==> src/rtl/berr_pkg.sv <==
package berr_pkg;
    localparam logic       ADDR_STATUS = 1'b0;
    localparam logic       ADDR_CTRL   = 1'b1;
    localparam logic [2:0] IRQ_LVL_NMI = 3'd7;
    localparam logic [2:0] IRQ_LVL_OFF = 3'd0;
endpackage

==> src/rtl/berr_src_capture.sv <==
module berr_src_capture #(
    parameter int NUM_SRC = 4
) (
    input  logic               clk,
    input  logic               rst_n,
    input  logic [NUM_SRC-1:0] err_i,
    input  logic               ack_i,
    input  logic               clr_we_i,
    input  logic [NUM_SRC-1:0] clr_mask_i,
    output logic [NUM_SRC-1:0] src_o,
    output logic               pend_o
);
    typedef struct packed {
        logic [NUM_SRC-1:0] src;
        logic               pend;
    } cap_t;

    cap_t st_d, st_q;
    logic hit;

    always_comb begin
        hit  = |err_i;
        st_d = st_q;
        if (clr_we_i) st_d.src = st_q.src & ~clr_mask_i;
        if (hit)      st_d.src = err_i;      // newest error replaces record
        if (ack_i)    st_d.pend = 1'b0;
        if (hit)      st_d.pend = 1'b1;      // error beats acknowledge
    end

    always_ff @(posedge clk) begin
        if (!rst_n) st_q <= '0;
        else        st_q <= st_d;
    end

    assign src_o  = st_q.src;
    assign pend_o = st_q.pend;

    p_overwrite_r3: assert property (@(posedge clk) disable iff (!rst_n)
        (|err_i) |=> (src_o == $past(err_i)));
    p_w1c_r4: assert property (@(posedge clk) disable iff (!rst_n)
        (clr_we_i && !(|err_i)) |=> (src_o == ($past(src_o) & ~$past(clr_mask_i))));
    p_ack_r9: assert property (@(posedge clk) disable iff (!rst_n)
        (ack_i && !(|err_i)) |=> !pend_o);
    p_pend_set_r9: assert property (@(posedge clk) disable iff (!rst_n)
        (|err_i) |=> pend_o);
endmodule

==> src/rtl/berr_irq_ctrl.sv <==
module berr_irq_ctrl
    import berr_pkg::*;
(
    input  logic       clk,
    input  logic       rst_n,
    input  logic       err_any_i,
    input  logic       en_we_i,
    input  logic       en_wdata_i,
    input  logic       sts_clr_i,
    output logic       en_o,
    output logic       sts_o,
    output logic       irq_req_o,
    output logic [2:0] irq_level_o
);
    typedef struct packed {
        logic en;
        logic sts;
    } irq_t;

    irq_t st_d, st_q;

    always_comb begin
        st_d = st_q;
        if (en_we_i)              st_d.en  = en_wdata_i;
        if (sts_clr_i)            st_d.sts = 1'b0;
        if (err_any_i && st_q.en) st_d.sts = 1'b1;
        if (!st_d.en)             st_d.sts = 1'b0;   // disabling withdraws request
    end

    always_ff @(posedge clk) begin
        if (!rst_n) st_q <= '0;
        else        st_q <= st_d;
    end

    assign en_o        = st_q.en;
    assign sts_o       = st_q.sts;
    assign irq_req_o   = st_q.sts;
    assign irq_level_o = st_q.sts ? IRQ_LVL_NMI : IRQ_LVL_OFF;

    p_raise_r7: assert property (@(posedge clk) disable iff (!rst_n)
        (err_any_i && en_o && !en_we_i) |=> irq_req_o);
    p_hold_r8: assert property (@(posedge clk) disable iff (!rst_n)
        (irq_req_o && !sts_clr_i && !en_we_i) |=> irq_req_o);
    p_gate_r8: assert property (@(posedge clk) disable iff (!rst_n)
        !en_o |-> !irq_req_o);
endmodule

==> src/rtl/berr_status_latch.sv <==
module berr_status_latch
    import berr_pkg::*;
#(
    parameter int NUM_SRC = 4,
    parameter int DATA_W  = 8
) (
    input  logic               clk,
    input  logic               rst_n,
    input  logic [NUM_SRC-1:0] berr_src_i,
    input  logic               cpu_berr_ack_i,
    input  logic               reg_addr_i,
    input  logic               reg_wr_i,
    input  logic               reg_rd_i,
    input  logic [DATA_W-1:0]  reg_wdata_i,
    output logic [DATA_W-1:0]  reg_rdata_o,
    output logic [NUM_SRC-1:0] src_status_o,
    output logic               any_berr_o,
    output logic               irq_req_o,
    output logic [2:0]         irq_level_o
);
    localparam int BIT_ANY  = NUM_SRC;
    localparam int BIT_IRQ  = NUM_SRC + 1;
    localparam int BIT_PEND = NUM_SRC + 2;
    localparam int STAT_W   = NUM_SRC + 3;

    logic               wr_status, wr_ctrl;
    logic [NUM_SRC-1:0] src;
    logic               pend, irq_en, irq_sts;
    logic [STAT_W-1:0]  stat_word;
    logic [DATA_W-1:0]  rd_mux;
    logic [DATA_W-1:0]  rdata_d, rdata_q;
    logic               unused_wdata;

    assign wr_status    = reg_wr_i && (reg_addr_i == ADDR_STATUS);
    assign wr_ctrl      = reg_wr_i && (reg_addr_i == ADDR_CTRL);
    assign unused_wdata = ^reg_wdata_i;

    berr_src_capture #(.NUM_SRC(NUM_SRC)) u_cap (
        .clk        (clk),
        .rst_n      (rst_n),
        .err_i      (berr_src_i),
        .ack_i      (cpu_berr_ack_i),
        .clr_we_i   (wr_status),
        .clr_mask_i (reg_wdata_i[NUM_SRC-1:0]),
        .src_o      (src),
        .pend_o     (pend)
    );

    berr_irq_ctrl u_irq (
        .clk         (clk),
        .rst_n       (rst_n),
        .err_any_i   (|berr_src_i),
        .en_we_i     (wr_ctrl),
        .en_wdata_i  (reg_wdata_i[0]),
        .sts_clr_i   (wr_status && reg_wdata_i[BIT_IRQ]),
        .en_o        (irq_en),
        .sts_o       (irq_sts),
        .irq_req_o   (irq_req_o),
        .irq_level_o (irq_level_o)
    );

    always_comb begin
        stat_word           = '0;
        stat_word[NUM_SRC-1:0] = src;
        stat_word[BIT_ANY]  = |src;
        stat_word[BIT_IRQ]  = irq_sts;
        stat_word[BIT_PEND] = pend;
        rd_mux = (reg_addr_i == ADDR_CTRL) ? DATA_W'(irq_en) : DATA_W'(stat_word);
        rdata_d = reg_rd_i ? rd_mux : rdata_q;
    end

    always_ff @(posedge clk) begin
        if (!rst_n) rdata_q <= '0;
        else        rdata_q <= rdata_d;
    end

    assign reg_rdata_o  = rdata_q;
    assign src_status_o = src;
    assign any_berr_o   = |src;

    p_any_r6: assert property (@(posedge clk) disable iff (!rst_n)
        (|berr_src_i) |=> any_berr_o);
    p_rd_hold_r10: assert property (@(posedge clk) disable iff (!rst_n)
        !reg_rd_i |=> $stable(reg_rdata_o));
    p_lvl_r8: assert property (@(posedge clk) disable iff (!rst_n)
        !irq_req_o |-> (irq_level_o == 3'd0));
endmodule

==> config.mk <==
export PLATFORM = sky130hd
export DESIGN_NAME = berr_status_latch
export DESIGN_NICKNAME = d
export VERILOG_FILES = /design/src/rtl/berr_pkg.sv /design/src/rtl/berr_src_capture.sv /design/src/rtl/berr_irq_ctrl.sv /design/src/rtl/berr_status_latch.sv
export SDC_FILE = /design/constraint.sdc
export NUM_CORES = 1
export LEC_CHECK = 0
export BUFFER_PORTS_ARGS = -buffer_cell sky130_fd_sc_hd__buf_4
export CORE_MARGIN = 4
export CORE_UTILIZATION = 38
export CTS_CLUSTER_SIZE = 25
export DETAILED_ROUTE_END_ITERATION = 8
export PLACE_DENSITY = 0.69
export SLEW_MARGIN = 40
export SYNTH_ARGS = -nofsm -noshare
export SYNTH_HDL_FRONTEND = slang
export SYNTH_SLANG_ARGS = --single-unit
==> constraint.sdc <==
create_clock -name clk -period 1.2 [get_ports clk]
set_input_delay 0.24 -clock clk [delete_from_list [all_inputs] [get_ports clk]]
set_output_delay 0.24 -clock clk [all_outputs]
set_load 0.02 [all_outputs]
# After elaboration in Yosys (flattened, before gate mapping)
# Index checks and enable logic that the tools add are counted.
[totals] ff_bits=15 in_bits=18 output_inout_bits=17 wordCells=27
[classes] mux=9 bitwise=3 n_reduce_logical=10
[op_table] operator="$mux W4" n=2
[op_table] operator="$reduce_or A4 Y1" n=2
[op_table] operator="$mux W7" n=1
[op_table] operator="$reduce_bool A2 Y1" n=3
[op_table] operator="$mux W1" n=5
[op_table] operator="$and A4 B4 Y4" n=1
[op_table] operator="$logic_and A1 B1 Y1" n=4
[op_table] operator="$not A4 Y4" n=1
[op_table] operator="$mux W3" n=1
[op_table] operator="$reduce_and A2 Y1" n=1
[op_table] operator="$not A1 Y1" n=1

# Depth between registers and ports, before layout
[logic_depth] ltp_word=5 mapped_depth=4 depth_no_buf=3

# Modules after synthesis
# A second synthesis with hierarchy kept.
[unflattened] hier_cells=68 hier_area_um2=669.4
[by_module_without_submodules] mod="berr_status_latch" instances=1 cells_per_inst=36 area_per_inst_um2=341.6 seq_area_each_um2=140.1
[by_module_without_submodules] mod="berr_src_capture" instances=1 cells_per_inst=20 area_per_inst_um2=217.7 seq_area_each_um2=100.1
[by_module_without_submodules] mod="berr_irq_ctrl" instances=1 cells_per_inst=12 area_per_inst_um2=110.1 seq_area_each_um2=40.0

# Worst setup path before layout
# Ideal clock, no wire load.
[synth_timing] path_type="reg-to-reg" startpoint="register u_cap.st_q (netlist bit u_cap.src_o[1])" endpoint="register rdata_q[4], in the netlist reg_rdata_o[4]" setup_time_ps=117 arrival_ps=1203 t_required_ps=1083 slack_ps=-120 stages_incl_launch_ff=4 n_path_buf=0 synth_period_minus_slack_ps=1320 cell_sequence="dfxtp_1 > or4_4 > a31oi_1 > nor2b_1"
[synth_via] elab_chain_cells=2
[synth_rtl] item="start: declaration" line_no="berr_src_capture.sv:18" source="cap_t st_d, st_q;"
[synth_rtl] item="start signal: assignment" line_no="berr_src_capture.sv:32" source="else st_q <= st_d;"
[synth_rtl] item="$reduce_or A4 Y1"
[synth_rtl] item="net any_berr_o" line_no="berr_status_latch.sv:17" source="output logic any_berr_o,"
[synth_rtl] item="$mux W7" line_no="berr_status_latch.sv:68" source="rd_mux = (reg_addr_i == ADDR_CTRL) ? DATA_W'(irq_en) : DATA_W'(stat_word);"
[synth_rtl] item="end signal: assignment" line_no="berr_status_latch.sv:74" source="else rdata_q <= rdata_d;"
[synth_rtl] item="end: declaration" line_no="berr_status_latch.sv:31" source="logic [DATA_W-1:0] rdata_d, rdata_q;"
# The timed path passes the listed nets, and every way through them passes these cells.
# A chain may end at the register's enable or synchronous reset.

# Worst setup path in the final report
[layout_timing] startpoint="register u_cap.st_q (netlist bit u_cap.src_o[0])" endpoint="output any_berr_o"
[layout_via] elab_chain_cells=1
[layout_rtl] item="$reduce_or A4 Y1" line_no="berr_status_latch.sv:79" source="assign any_berr_o = |src;"
[layout_rtl] item="end: declaration" line_no="berr_status_latch.sv:17"
# No other way between the ends.

==> impl_metrics.json <==
{
  "status": "finished, violations left",
  "violations": "setup timing",
  "rsz0062_at_grt": "yes",
  "drt-total-wl_um": 1580,
  "ios": 35,
  "h-tree-depth": 1,
  "synth_cells": 73,
  "finClkSkew_ns": 0.00253,
  "synth_top_area_cell": "dfxtp_1",
  "dpl.cell_count": 115,
  "syn_to_final_growth_pct": 45.1,
  "fill_cells": 149,
  "ys.flop_type": "dfxtp_1",
  "p_int_mw": 0.705,
  "clkPwrFrac_pct": 27.5,
  "cts_tree": "done",
  "globalplace.congestion": 0.756,
  "fp.dieH_um": 49.3,
  "combPwrFrac_pct": 20.5,
  "cts.sinks": 14,
  "yosys-top-cells-count": "dfxtp_1, inv_1, nand2_1",
  "p_per_area_mw_per_mm2": 1020,
  "holdWs_ns": 0.205,
  "worst_slack_ns": -0.325,
  "fin_crit_sh_pct": 127,
  "cts_buffers": 3,
  "drtPass1Iterations": 2,
  "grt_pass1_wl_um": 2660,
  "clock_path_buffers": 2,
  "synth-async-reset-ratio_pct": 0,
  "period_needed_ns": 1.52,
  "rows": 14,
  "diodes": 0,
  "cellLeakagePower_nw": 0.428,
  "worst_setup_path_start_kind": "flop",
  "wl_per_cell_um": 13.3,
  "cp_max_fo": 2,
  "fp.dieArea_mm2": 0.00243,
  "seq_area_um2": 285,
  "synth_edf_count": 0,
  "ys_seq_area_share_pct": 43.2,
  "critPathRequiredTime_ns": 0.96,
  "nets": 123,
  "synth_most_common_cell": "dfxtp_1",
  "final_layout_size_suffix_gt1_share_pct": 44.7,
  "clk_latency_ns": 0.27,
  "vdd_ir_drop_max_mv": 0.569,
  "multi_input_area_um2": 314,
  "syn_area_um2": 649,
  "avgSynthCellArea_um2": 8.90,
  "endpoint_kind": "output port",
  "slew_viol_final": 0,
  "viasPerCell": 5.03,
  "path_class": "reg -> out",
  "synth_seq_cells": 14,
  "seqPwrFrac_pct": 52.0,
  "port_buffers": 30,
  "power_switching_mw": 0.252,
  "core_mm2": 0.00156,
  "final_cell_count_no_fill": 119,
  "syn_nets": 91,
  "grt_pass1_vias": 565,
  "ant_nets": 0,
  "grt_max_degree": 15,
  "via_count": 599,
  "netlist_top_cells_area": "dfxtp_1, or4b_1, and2_1",
  "yosys_warnings": 0,
  "fmax_mhz": 656,
  "synth.distinct_cells": 23,
  "sw_frac_of_total_pct": 26.3,
  "dp_slack_ns": -0.0402,
  "clkSlewWorstSetupHoldPaths_ns": 0.08,
  "cp.arrival_ns": 1.28,
  "setup_viol": 2,
  "hold_class": "in -> reg",
  "drc": 0,
  "dpl.hpwl_um": 1170,
  "grt_usage_pct": 14.3,
  "synth_top_area_share_pct": 43.2,
  "die-width_um": 49.3,
  "start_util_pct": 41.7,
  "drt_iter0_drc": 7,
  "hold_buffers": 0,
  "cap_violations": 0,
  "cts_root_buf": "clkbuf_4",
  "antenna_found_initial": 0,
  "hold_violations": 0,
  "gr-total-overflow": 0
}
==> cell usage in the layout, fill, tap and decap left out, types with 2 or more instances in the layout <==
master,Yosys,final
a21oi_2,0,2
nor2b_1,4,4
o21a_1,4,4
buf_6,0,5
nand2_1,7,7
and2_1,5,5
a21oi_1,4,2
buf_4,4,29
or4b_1,4,2
o22ai_1,5,5
dfxtp_2,0,4
or4b_4,0,2
inv_1,7,7
mux2i_1,2,2
clkbuf_4,0,3
dfxtp_1,14,10
==> power by group through the flow <==
stage                     Combinational [mW]  Sequential, mW  Clock, mW
after detailed placement               0.181           0.508          0
after global routing                   0.212           0.501      0.299
after CTS                              0.185           0.497      0.275
final                                  0.196           0.498      0.263
after global placement                 0.181           0.507          0
after floorplan                       0.0719           0.527          0
==> final timing paths <==
path                          startpoint                     endpoint  slack, ns  cells past startpoint
max          u_cap.src_o[0]$_SDFFE_PN0P_                   any_berr_o      -0.32                      2
min                        berr_src_i[0]  u_cap.src_o[0]$_SDFFE_PN0P_       0.21                      2
max reg2reg  u_cap.src_o[0]$_SDFFE_PN0P_  u_cap.src_o[0]$_SDFFE_PN0P_      -0.06                      5
min reg2reg  reg_rdata_o[0]$_SDFFE_PN0P_  reg_rdata_o[0]$_SDFFE_PN0P_       0.49                      1
==> state kept, by name (all words and copies together), names as in the netlist <==
signal / count
reg_rdata_o: 7
u_cap.pend_o: 1
u_cap.src_o: 4
u_irq.en_o: 1
u_irq.irq_req_o: 1
==> stage by stage <==
step / util (%) / area (µm²) / setup TNS (ns) / power [mW]
final: 60.4 / 942 / -0.385 / 0.957
after global routing: 60.4 / 942 / -0.550 / 1.01
after CTS: 57.9 / 902 / -0.339 / 0.957
after detailed placement: 56.2 / 876 / -0.0402 / 0.689
after global placement: 56.2 / 876 / -0.0361 / 0.687
after floorplan: - / 652 / -0.0458 / 0.599
==> cell type report <==
| class | count | share of cell area (%) |
|---|---|---|
| Sequential cell | 14 | 30.3 |
| Clock buffer | 3 | 2.39 |
| Multi-Input combinational cell | 45 | 33.3 |
| Tap cell | 16 | 2.12 |
| Inverter | 7 | 2.79 |
| Timing Repair Buffer | 34 | 29.1 |
==> critical path, cell delays in order (launching register included) <==
cell,delay [ns]
dfxtp_2,0.33
or4_4,0.54
buf_6,0.15
==> routing by layer <==
layer / up-vias / GRT usage (%) / wire (µm)
li1: 307 / - / -
met1: 271 / 17.7 / 712
met2: 21 / 21.9 / 738
met3: 0 / 4.89 / 134
met4: 0 / 7.11 / 0
met5: - / 0 / 0
==> repair_timing <==
| item | 4_1_cts | 5_1_grt |
|---|---|---|
| gates resized for setup | 1 | 10 |
| endpoints found under the setup margin | 1 | 6 |
| setup buffers | 0 | 1 |
| pin swaps | 0 | 1 |
==> cell families (layout without fill, tap and decap cells) <==
group / count (synthesis) / in the layout / share of synthesized area, %
AO/OA/AOI/OAI: 17 / 17 / 17.5
buffers and inverters: 14 / 44 / 10.8
flip-flops: 14 / 14 / 43.2
multiplexers: 2 / 2 / 3.08
other: 1 / 1 / 0.577
AND/OR/NAND/NOR: 25 / 25 / 24.9
Power figures use the tool's default switching activity.
